**config.mk**
```make
export PLATFORM = sky130hd
export DESIGN_NAME = dual_issue_reserve
export DESIGN_NICKNAME = d
export VERILOG_FILES = /design/src/rtl/dual_issue_pkg.sv /design/src/rtl/issue_cls_decode.sv /design/src/rtl/slot_fit.sv /design/src/rtl/rsv_timeline.sv /design/src/rtl/dual_issue_reserve.sv
export SDC_FILE = /design/constraint.sdc
export NUM_CORES = 1
export LEC_CHECK = 0
export BUFFER_PORTS_ARGS = -buffer_cell sky130_fd_sc_hd__buf_2
export CAP_MARGIN = 0
export CORE_AREA = 2 2 39 41
export DETAILED_ROUTE_END_ITERATION = 8
export DIE_AREA = 0 0 41 43
export SYNTH_ARGS = -nofsm -noshare
export SYNTH_HDL_FRONTEND = slang
export SYNTH_SLANG_ARGS = --single-unit
```
**constraint.sdc**
```tcl
create_clock -name clk -period 1.46 [get_ports clk]
set_input_delay 0.073 -clock clk [delete_from_list [all_inputs] [get_ports clk]]
set_output_delay 0.073 -clock clk [all_outputs]
set_load 0.01 [all_outputs]
```
**src/rtl/dual_issue_pkg.sv**
```systemverilog
package dual_issue_pkg;

   // Class codes seen on the candidate inputs
   typedef enum logic [3:0] {
      CL_ALU  = 4'd0,
      CL_MOV  = 4'd1,
      CL_BR   = 4'd2,
      CL_CALL = 4'd3,
      CL_LS1  = 4'd4,
      CL_LS2  = 4'd5,
      CL_MUL1 = 4'd6,
      CL_MUL2 = 4'd7,
      CL_MUL3 = 4'd8
   } icls_e;

   // One bit per shared resource
   localparam int RES_W  = 4;
   localparam int RB_P0  = 0;
   localparam int RB_P1  = 1;
   localparam int RB_LS  = 2;
   localparam int RB_BR  = 3;

   typedef logic [RES_W-1:0] res_t;

endpackage

```
**src/rtl/issue_cls_decode.sv**
```systemverilog
module issue_cls_decode
   import dual_issue_pkg::*;
#(
   parameter int CLS_W = 4,
   parameter int TAIL  = 2
) (
   input  logic [CLS_W-1:0] cls,
   output res_t [TAIL:0]    need,
   output logic             flex
);

   logic code_ok;

   generate
      if (CLS_W > 4) begin : g_wide
         assign code_ok = (cls[CLS_W-1:4] == '0);
      end else begin : g_exact
         assign code_ok = 1'b1;
      end
   endgenerate

   always_comb begin
      need = '0;
      flex = 1'b0;
      if (!code_ok) begin
         flex = 1'b1;
      end else begin
         case (icls_e'(cls[3:0]))
            CL_BR: begin
               flex = 1'b1;
               need[0][RB_BR] = 1'b1;
            end
            CL_CALL: begin
               need[0][RB_BR] = 1'b1;
            end
            CL_LS1: begin
               flex = 1'b1;
               need[0][RB_LS] = 1'b1;
            end
            CL_LS2: begin
               need[0][RB_P0] = 1'b1;
               need[0][RB_P1] = 1'b1;
               need[0][RB_LS] = 1'b1;
               need[1][RB_P0] = 1'b1;
               need[1][RB_LS] = 1'b1;
            end
            CL_MUL1: begin
               need[0][RB_P0] = 1'b1;
            end
            CL_MUL2: begin
               need[0][RB_P0] = 1'b1;
               need[0][RB_P1] = 1'b1;
               need[1][RB_P0] = 1'b1;
            end
            CL_MUL3: begin
               need[0][RB_P0] = 1'b1;
               need[0][RB_P1] = 1'b1;
               need[1][RB_P0] = 1'b1;
               need[1][RB_P1] = 1'b1;
               need[2][RB_P0] = 1'b1;
            end
            default: begin
               flex = 1'b1;
            end
         endcase
      end
   end

endmodule

```
**src/rtl/slot_fit.sv**
```systemverilog
module slot_fit
   import dual_issue_pkg::*;
#(
   parameter int TAIL = 2
) (
   input  logic          valid,
   input  logic          allow,
   input  res_t          avail,
   input  res_t [TAIL:1] held_fut,
   input  res_t [TAIL:0] need,
   input  logic          flex,
   output logic          grant,
   output logic          pipe,
   output res_t [TAIL:0] used
);

   res_t cur;
   logic pick_p1;
   logic ok;

   always_comb begin
      pick_p1 = flex && !avail[RB_P0];
      cur     = need[0];
      if (flex) begin
         if (pick_p1) cur[RB_P1] = 1'b1;
         else         cur[RB_P0] = 1'b1;
      end
      ok = ((cur & ~avail) == '0);
      for (int k = 1; k <= TAIL; k++) begin
         if ((need[k] & held_fut[k]) != '0) ok = 1'b0;
      end
      grant = valid && allow && ok;
      pipe  = grant && pick_p1;
      used  = '0;
      if (grant) begin
         used    = need;
         used[0] = cur;
      end
   end

endmodule

```
**src/rtl/rsv_timeline.sv**
```systemverilog
module rsv_timeline
   import dual_issue_pkg::*;
#(
   parameter int TAIL = 2
) (
   input  logic          clk,
   input  logic          rst,
   input  res_t [TAIL:0] add_a,
   input  res_t [TAIL:0] add_b,
   output res_t [TAIL:0] held
);

   // q[k] is what is already held k cycles from now
   res_t [TAIL-1:0] q;

   generate
      for (genvar k = 0; k < TAIL; k++) begin : g_stage
         res_t nxt;
         if (k == TAIL - 1) begin : g_last
            assign nxt = add_a[k+1] | add_b[k+1];
         end else begin : g_mid
            assign nxt = q[k+1] | add_a[k+1] | add_b[k+1];
         end
         always_ff @(posedge clk) begin
            if (rst) q[k] <= '0;
            else     q[k] <= nxt;
         end
         assign held[k] = q[k];
      end
   endgenerate

   assign held[TAIL] = '0;

   // add_a[0] / add_b[0] are consumed in the current cycle only
   logic unused_now;
   assign unused_now = ^{add_a[0], add_b[0]};

endmodule

```
**src/rtl/dual_issue_reserve.sv**
```systemverilog
module dual_issue_reserve
   import dual_issue_pkg::*;
#(
   parameter int CLS_W = 4,
   parameter int TAIL  = 2
) (
   input  logic             clk,
   input  logic             rst,
   input  logic             s0_valid,
   input  logic [CLS_W-1:0] s0_cls,
   input  logic             s1_valid,
   input  logic [CLS_W-1:0] s1_cls,
   output logic             s0_grant,
   output logic             s1_grant,
   output logic             s0_pipe,
   output logic             s1_pipe,
   output logic             busy
);

   generate
      if (CLS_W < 4) begin : g_bad_cls
         $error("CLS_W must hold the 4-bit class codes");
      end
      if (TAIL < 2) begin : g_bad_tail
         $error("TAIL must cover a three micro-op instruction");
      end
   endgenerate

   res_t [TAIL:0] held;
   res_t [TAIL:0] need0, need1, used0, used1;
   res_t [TAIL:1] fut0, fut1;
   logic          flex0, flex1;
   res_t          avail0, avail1;

   issue_cls_decode #(.CLS_W(CLS_W), .TAIL(TAIL)) dec0_i (
      .cls(s0_cls), .need(need0), .flex(flex0));
   issue_cls_decode #(.CLS_W(CLS_W), .TAIL(TAIL)) dec1_i (
      .cls(s1_cls), .need(need1), .flex(flex1));

   always_comb begin
      avail0 = ~held[0];
      avail1 = avail0 & ~used0[0];
      for (int k = 1; k <= TAIL; k++) begin
         fut0[k] = held[k];
         fut1[k] = held[k] | used0[k];
      end
   end

   slot_fit #(.TAIL(TAIL)) fit0_i (
      .valid(s0_valid && !rst), .allow(1'b1), .avail(avail0),
      .held_fut(fut0), .need(need0), .flex(flex0),
      .grant(s0_grant), .pipe(s0_pipe), .used(used0));

   slot_fit #(.TAIL(TAIL)) fit1_i (
      .valid(s1_valid && !rst), .allow(s0_grant), .avail(avail1),
      .held_fut(fut1), .need(need1), .flex(flex1),
      .grant(s1_grant), .pipe(s1_pipe), .used(used1));

   rsv_timeline #(.TAIL(TAIL)) line_i (
      .clk(clk), .rst(rst), .add_a(used0), .add_b(used1), .held(held));

   assign busy = (held[0] != '0);

endmodule

```
==> results of run 1 <==
## cell type report
type / instances / area [um2]
Multi-Input combinational cell: 52 / 419
Inverter: 4 / 15.0
Timing Repair Buffer: 38 / 274
Fill cell: 119 / 564
Sequential cell: 3 / 65.1
Tap cell: 16 / 20.0
Clock buffer: 4 / 26.3
## metal layers
layer | GRT usage, % | routed length, um | vias to the layer above | share of wire (%)
li1 | - | - | 311 | -
met1 | 20.9 | 639 | 298 | 44
met2 | 25.9 | 734 | 24 | 50
met3 | 4.71 | 82 | 0 | 5.6
met4 | 2.00 | 0 | 0 | 0
met5 | 0 | 0 | - | 0
## cell families (layout without fill, tap and decap cells)
kind of cell | count (synthesis) | count (layout)
AND/OR/NAND/NOR | 29 | 29
AO/OA/AOI/OAI | 23 | 23
flip-flops | 3 | 3
buffers and inverters | 6 | 46
## cell usage in the layout (no fill, tap or decap), drive strengths merged, types with 2 or more instances in the layout
cell type / instances
clkbuf: 4
a21oi: 8
nand2b: 2
nor2b: 2
nand3: 3
buf: 37
nand2: 4
o211ai: 2
nor3b: 3
inv: 4
a211oi: 2
nor4b: 2
dfxtp: 3
nor2: 4
o21ai: 6
nor3: 2
a221oi: 2
## per-stage QoR
step	area [um2]	util (%)	worst slack, ps	instances
after floorplan	454	-	-82.9	61
after detailed placement	643	46.5	-213	105
after global placement	643	46.5	-196	105
after global routing	820	59.2	-380	117
after CTS	718	51.9	-244	111
final	820	59.2	-278	117
## worst max-delay path, delay by kind of cell (launching register included)
kind            cells  cell delay (ps)
buf+inv             1              140
simple gates        3              460
flops               1              360
compound gates      2              470
## report_power, final
part | leakage (nW) | switching (mW) | internal [mW]
logic | 0.319 | 0.0839 | 0.0949
clock network | 0.0150 | 0.0481 | 0.103
registers | 0.0255 | 0.00279 | 0.0829
## worst max-delay path by stage
stage                         end  slack [ps]  cells past startpoint
after floorplan           s1_pipe         -80                      7
after global placement    s1_pipe        -200                      8
after detailed placement  s1_pipe        -210                      8
after CTS                 s1_pipe        -240                      6
after global routing      s1_pipe        -380                      6
final                     s1_pipe        -280                      6
## timing repair
item | in CTS | in global routing
resized for setup | 10 | 15
gates cloned | 0 | 0
hold buffers | 1 | 0
setup buffers | 1 | 6
setup endpoints to repair | 5 | 6
hold endpoints to repair | 1 | 0
pin swaps | 5 | 9
==> impl_metrics.json, run 1 <==
{
  "diodes": 0,
  "worst_pin_slew_ps": 376,
  "portBuffers": 16,
  "muxShareOfSynthArea_pct": 0,
  "r2r_start": "line_i.held[0]",
  "ir_worst_vdd_v": 0.000401,
  "yosys-top-cells-count": "a21oi_1, nand2_1, nor2_1, o21ai_0",
  "grt_pass1_wl_mm": 2.01,
  "p_total_uw": 415,
  "whs_endpoint": "line_i.held[1]",
  "worst_slack_ps": -278,
  "synth-edff-count": 0,
  "first_iter_violations": 11,
  "finalSetupViolCount": 6,
  "startpoint": "line_i.held[0]",
  "gp_congestion": 0.821,
  "finalSetupTns_ps": -1030,
  "cts_buffers": 3,
  "slew_headroom_pct": 74.8,
  "synth_area_per_cell_um2": 7.22,
  "end_kind": "primary output",
  "path_class": "reg2out",
  "synth_top_cell_by_area": "dfxtp_1",
  "synth_ff_type": "dfxtp_1",
  "chipWidth_um": 41,
  "die_h_um": 43,
  "start_util_pct": 31.8,
  "clk_pin_slew_worst_paths_ps": 40,
  "hp-start": "s1_cls[2]",
  "rr_worst_depth": 6,
  "reg2reg_to": "line_i.held[1]",
  "nets": 114,
  "syn_nets": 73,
  "clock_path_buffers": 2,
  "hold_path.class": "in2reg",
  "synthXorXnorAreaFrac_pct": 0,
  "drc": 0,
  "rrSetupSlack_ps": -50,
  "post_drt_wl_per_cell_um": 12.4,
  "vias": 633,
  "synth_top_family_by_area": "simple AND/OR/NAND/NOR gates",
  "violations": "setup timing",
  "largest_reg_flops": 3,
  "synthMostInstantiatedCell": "a21oi_1",
  "dieArea_um2": 1760,
  "rows": 14,
  "synth.cell_area_um2": 440,
  "max_stage_delay_ps": 360,
  "coreArea_um2": 1380,
  "antenna_found_initial": 0,
  "syn_to_final_growth_pct": 86.1,
  "period_minus_slack_ps": 1740,
  "crit_slowest_cell": "dfxtp_4",
  "cts_max_level": 1,
  "async_flop_share_pct": 0,
  "fin_crit_sh_pct": 119,
  "wl_mm": 1.46,
  "slew_violations": 0,
  "finalClockSkew_ps": 8.99,
  "via_per_inst": 5.41,
  "synth-compound-area-share_pct": 36.9,
  "fmax_mhz": 576,
  "cp_data_arrival_time_ps": 1660,
  "clock-sinks": 3,
  "grt_max_degree": 9,
  "yosys_warnings": 0,
  "path_cells": "o21ai_2 -> nand3_1 -> a211oi_4 -> nand3_2 -> nor3_2 -> buf_2",
  "synth_cell_types": 34,
  "netlist_instances": 61,
  "ys_ff_latch": 3,
  "yosysTopAreaCellShare_pct": 13.6,
  "antenna_left": 0,
  "ioPinCount": 17,
  "hold-worst-slack_ps": 225,
  "firstDrtPassIters": 5,
  "drive_gt1_share_pct": 59.4,
  "hold_viol_final": 0,
  "cts_tree": "built",
  "yosysSeqAreaShare_pct": 13.6,
  "grtUsageTotal_pct": 16.1,
  "rsz0062_at_grt": "yes",
  "cts-root-buf": "clkbuf_4",
  "maxCapViolCount": 0,
  "first_global_vias": 502,
  "required_ps": 1390,
  "synth-adder-area-share_pct": 0,
  "powerDensity_nw_per_um2": 507,
  "place_hpwl_um": 996,
  "insertion_delay_ps": 240,
  "cp_max_fo": 5,
  "synth.area.top_cells": "dfxtp_1, a21oi_1, a211oi_4",
  "min_path_cells": 4,
  "leakagePower_nw": 0.359,
  "synth_simple_gate_area_share_pct": 42.3,
  "status": "finished, violations left",
  "grt_overflow_total": 0,
  "worstSetupStartpointType": "flop"
}
No activity file was read; power rests on OpenSTA's default activity.
==> run 2: changes to the inputs <==
==> constraint.sdc (replaced) <==
create_clock -name clk -period 1.5 [get_ports clk]
set_input_delay 0.3 -clock clk [delete_from_list [all_inputs] [get_ports clk]]
set_output_delay 0.3 -clock clk [all_outputs]
set_load 0.01 [all_outputs]
==> run 2 against run 1 <==
  * Design area is 9.9% higher
  * Clock power decreased by 11%
  * Register-to-register slack is essentially flat
  * Non-clock buffer count increased by 6
  * Cell count increased by 5.1%
  * Clock skew shrank 6.1 ps
  * Hold slack improved by 28 ps
  * The run still ends with setup timing left
  * Worst setup slack got worse by 250 ps
  * Utilization increased by 5.9 points
  * Via count fell by 0.95%
==> impl_metrics.json, run 2 (synthesized netlist as in run 1, its figures left out) <==
{
  "end_kind": "primary output",
  "status": "finished, violations left",
  "slew_violations": 0,
  "worstSetupStartpointType": "input pin",
  "cp_data_arrival_time_ps": 1730,
  "rows": 14,
  "powerDensity_nw_per_um2": 452,
  "final_common_cell": "buf_4",
  "first_iter_violations": 7,
  "busiest_layer": "met2",
  "violations": "setup timing",
  "holdBufCountCts": 0,
  "met1_usage_pct": 21.4,
  "cts-root-buf": "clkbuf_4",
  "place_hpwl_mm": 1.09,
  "gp_congestion": 0.873,
  "chipWidth_um": 41,
  "cts_tree": "built",
  "utilization_pct": 65.1,
  "path_class": "in2out",
  "mostFrequentLayoutCells": "buf_4, buf_2, buf_6, a21oi_1, nor2_1",
  "met2_usage_pct": 33.8,
  "drive_gt1_share_pct": 60.7,
  "slew_headroom_pct": 76.8,
  "worst_slack_ps": -527,
  "dieArea_um2": 1760,
  "via_per_inst": 5.10,
  "worst_pin_slew_ps": 347,
  "firstDrtPassIters": 4,
  "wl_mm": 1.50,
  "drc": 0,
  "finalSetupViolCount": 7,
  "required_ps": 1200,
  "cts_max_level": 1,
  "grtUsageTotal_pct": 19.7,
  "fmax_mhz": 493,
  "maxCapViolCount": 0,
  "stdcell_count": 123,
  "vias": 627,
  "diodes": 0,
  "rsz0062_at_grt": "yes",
  "clk_pin_slew_worst_paths_ps": 40,
  "finalInstanceArea_um2": 901,
  "grt_max_degree": 10,
  "hold_viol_final": 0,
  "dp.cells": 112,
  "cts_buffers": 3,
  "post_drt_wl_per_cell_um": 12.2,
  "insertion_delay_ps": 230,
  "coreArea_um2": 1380,
  "hold_path.class": "in2reg",
  "leakagePower_nw": 0.403,
  "cp_max_fo": 5,
  "antenna_left": 0,
  "syn_to_final_growth_pct": 105,
  "fin_crit_sh_pct": 135,
  "ir_worst_vdd_v": 0.000353,
  "grt_use_met3_pct": 4.71,
  "die_h_um": 43,
  "nets": 120,
  "start_util_pct": 31.8,
  "clock_path_buffers": 2,
  "first_global_vias": 637,
  "finalSetupTns_ps": -2240,
  "antenna_found_initial": 0,
  "largest_reg_flops": 3,
  "ioPinCount": 17,
  "grt_pass1_wl_mm": 2.38,
  "dpl_cell_area_um2": 697,
  "clock-sinks": 3,
  "portBuffers": 16,
  "period_minus_slack_ps": 2030,
  "grt_overflow_total": 0,
  "finalClockSkew_ps": 2.86
}
run 2: final cells by class:
cell class | count | area (um2)
flip-flops and latches | 3 | 63.8
repair buffers | 44 | 349
inverters | 4 | 15.0
well taps | 16 | 20.0
fillers | 116 | 483
clock buffers | 4 | 26.3
multi-input cells | 52 | 427
run 2: worst paths after layout:
kind	start	depth (start not counted)	slack, ps	to
worst max register to register	line_i.held[2]	7	-60	line_i.held[0]
worst min-delay path	rst	2	250	line_i.held[0]
worst max-delay path	s0_cls[0]	8	-530	s1_pipe
worst min register to register	line_i.held[1]	3	670	line_i.held[0]
run 2: through the flow:
stage                     power (mW)  hold slack [ps]  setup slack (ps)
after floorplan                0.155              369              -497
after global placement         0.224              495              -585
after detailed placement       0.227              498              -595
after CTS                      0.400              242              -527
after global routing           0.439              242              -589
final                          0.407              253              -527
run 2: power by group:
part	switching (mW)	internal, mW
Clock	0.0358	0.0992
Sequential	0.00177	0.0807
Combinational	0.0843	0.105
Total	0.122	0.285
run 2: timing repair:
action                                  4_1_cts  5_1_grt
pin swaps                                     8        5
endpoints found under the setup margin        8        8
gates resized for setup                      21        9
buffers inserted                              4        3
run 2: per-layer routing:
metal	routed length, um	up-vias
li1	-	325
met1	631	285
met2	806	15
met3	38	2
met4	22	0
met5	0	-
run 2: worst max-delay path: stages:
cell and delay (ps):
buf_8 100, or4b_4 550, o21ai_4 80, a221oi_4 100, a211oi_4 230, nand3_1 120, nor3_2 100, buf_2 140
==> run 3: changes to the inputs <==
Settings changed: ABC_AREA from default to 1.
==> run 3 against run 2 <==
  * The run still ends with setup timing left
  * Worst setup slack better by 150 ps
  * Clock skew is 0.58 ps lower
  * Synthesized area is 12% higher
  * Power is 15% higher
  * Fmax is 8.0% higher
  * Critical path depth is 6 higher
  * First-iteration DRC count is 130% higher
  * Critical path type unchanged
  * Highest routed layer unchanged
==> impl_metrics.json, run 3 <==
{
  "finalSetupViolCount": 7,
  "finalClockSkew_ps": 2.27,
  "ys_ff_latch": 3,
  "rows": 14,
  "antenna_found_initial": 0,
  "async_flop_share_pct": 0,
  "dpl_cell_area_um2": 805,
  "worst_pin_slew_ps": 302,
  "syn_nets": 94,
  "muxShareOfSynthArea_pct": 0,
  "stdcell_count": 154,
  "path_class": "in2out",
  "synth.area.top_cells": "nand2_1, dfxtp_1, inv_1",
  "first_iter_violations": 16,
  "syn_to_final_growth_pct": 123,
  "ir_worst_vdd_v": 0.000251,
  "clock-sinks": 3,
  "gp_congestion": 0.753,
  "yosys-top-cells-count": "nand2_1, inv_1, nor2_1",
  "synth_top_family_by_area": "simple AND/OR/NAND/NOR gates",
  "cp_max_fo": 5,
  "ioPinCount": 17,
  "fmax_mhz": 533,
  "n_fill_cell": 94,
  "largest_reg_flops": 3,
  "first_global_vias": 712,
  "final_common_cell": "buf_4",
  "chipWidth_um": 41,
  "die_h_um": 43,
  "maxCapViolCount": 0,
  "synth_area_per_cell_um2": 6.01,
  "portBuffers": 16,
  "synthXorXnorAreaFrac_pct": 0,
  "grtUsageTotal_pct": 25.0,
  "yosysTopAreaCellShare_pct": 14.5,
  "slew_violations": 0,
  "cts_max_level": 1,
  "post_drt_wl_per_cell_um": 12.4,
  "finalInstanceArea_um2": 1100,
  "cts-root-buf": "clkbuf_4",
  "finalSetupTns_ps": -1300,
  "antenna_left": 0,
  "yosysSeqAreaShare_pct": 12.2,
  "violations": "setup timing",
  "required_ps": 1200,
  "rsz0062_at_grt": "yes",
  "dp.cells": 137,
  "via_per_inst": 4.75,
  "coreArea_um2": 1380,
  "worst_slack_ps": -378,
  "synthMostInstantiatedCell": "nand2_1",
  "grt_overflow_total": 0,
  "grt_max_degree": 7,
  "yosys_warnings": 0,
  "clock_path_buffers": 2,
  "synth-compound-area-share_pct": 16.2,
  "clk_pin_slew_worst_paths_ps": 40,
  "slew_headroom_pct": 79.7,
  "synth_top_cell_by_area": "nand2_1",
  "synth.cell_area_um2": 493,
  "status": "finished, violations left",
  "synth_simple_gate_area_share_pct": 56.1,
  "start_util_pct": 35.6,
  "period_minus_slack_ps": 1880,
  "worstSetupStartpointType": "input pin",
  "drc": 0,
  "drive_gt1_share_pct": 72.5,
  "nets": 151,
  "fin_crit_sh_pct": 125,
  "hold_viol_final": 0,
  "vias": 731,
  "cts_buffers": 3,
  "netlist_instances": 82,
  "powerDensity_nw_per_um2": 427,
  "firstDrtPassIters": 4,
  "cts_tree": "built",
  "hold_path.class": "in2reg",
  "synth-edff-count": 0,
  "wl_mm": 1.91,
  "synth_ff_type": "dfxtp_1",
  "insertion_delay_ps": 240,
  "end_kind": "primary output",
  "synth-adder-area-share_pct": 0,
  "cp_data_arrival_time_ps": 1580,
  "mostFrequentLayoutCells": "buf_4, inv_1, buf_2, nand2_1, nand2_2",
  "diodes": 0,
  "grt_pass1_wl_mm": 2.96,
  "synth_cell_types": 21,
  "dieArea_um2": 1760,
  "place_hpwl_mm": 1.11,
  "leakagePower_nw": 0.559
}
[run 3: path summary, 6_finish.rpt]
check / start / endpoint / slack [ps] / depth (start not counted)
worst min register to register: line_i.held[1] / line_i.held[0] / 720 / 4
worst min-delay path: rst / line_i.held[0] / 300 / 3
worst max-delay path: s0_cls[1] / s1_pipe / -380 / 14
worst max register to register: line_i.held[0] / line_i.held[0] / -60 / 13
[run 3: power by group]
part           leakage (nW)  switching [mW]  internal (mW)
Sequential           0.0255         0.00227         0.0808
Clock                0.0150          0.0481          0.100
Combinational         0.519           0.116          0.122
Total                 0.559           0.166          0.303
[run 3: cells by family after synthesis]
family	count (synthesis)
and+or+nand+nor	51
buffers and inverters	19
AOI/OAI and AO/OA	9
DFF	3
[run 3: repair_timing]
action	in CTS	in global routing
setup buffers	11	4
pin swaps	14	21
endpoints found under the hold margin	0	0
endpoints found under the setup margin	4	7
hold buffers	0	0
resized for setup	29	18
[run 3: final cells by class]
type | count | area, um2 | share of cell area (%)
timing repair buffer | 52 | 413 | 37.6
tap | 16 | 20.0 | 1.82
sequential | 3 | 65.1 | 5.92
multi-input combinational | 60 | 483 | 44.0
inverter | 19 | 91.3 | 8.31
clock buffer | 4 | 26.3 | 2.39
[run 3: worst max-delay path, stage by stage]
cell and delay, ps:
buf_6 110, inv_4 50, nor2_2 90, nand2_2 90
nand3_2 90, nand2_2 70, nand2_4 90, nand3_4 80
clkinv_4 70, nand2_4 50, a21oi_4 160, nand2_4 80
nor3_4 90, buf_2 140
[run 3: metal layers]
metal	vias up	share of wire, %	GRT usage (%)	routed length (um)
li1	374	-	-	-
met1	334	38	28.4	727
met2	20	58	42.8	1110
met3	3	2.9	4.19	56
met4	0	0.94	10.7	18
met5	-	0	0	0
[run 3: stage by stage]
stage | total power, mW | util (%) | worst slack (ps) | hold slack [ps]
finish | 0.469 | 79.4 | -378 | 304
global route | 0.493 | 79.4 | -459 | 307
CTS | 0.446 | 73.3 | -324 | 300
detailed placement | 0.246 | 58.1 | -416 | 556
global placement | 0.244 | 58.1 | -388 | 554
floorplan | 0.166 | - | -77.4 | 362
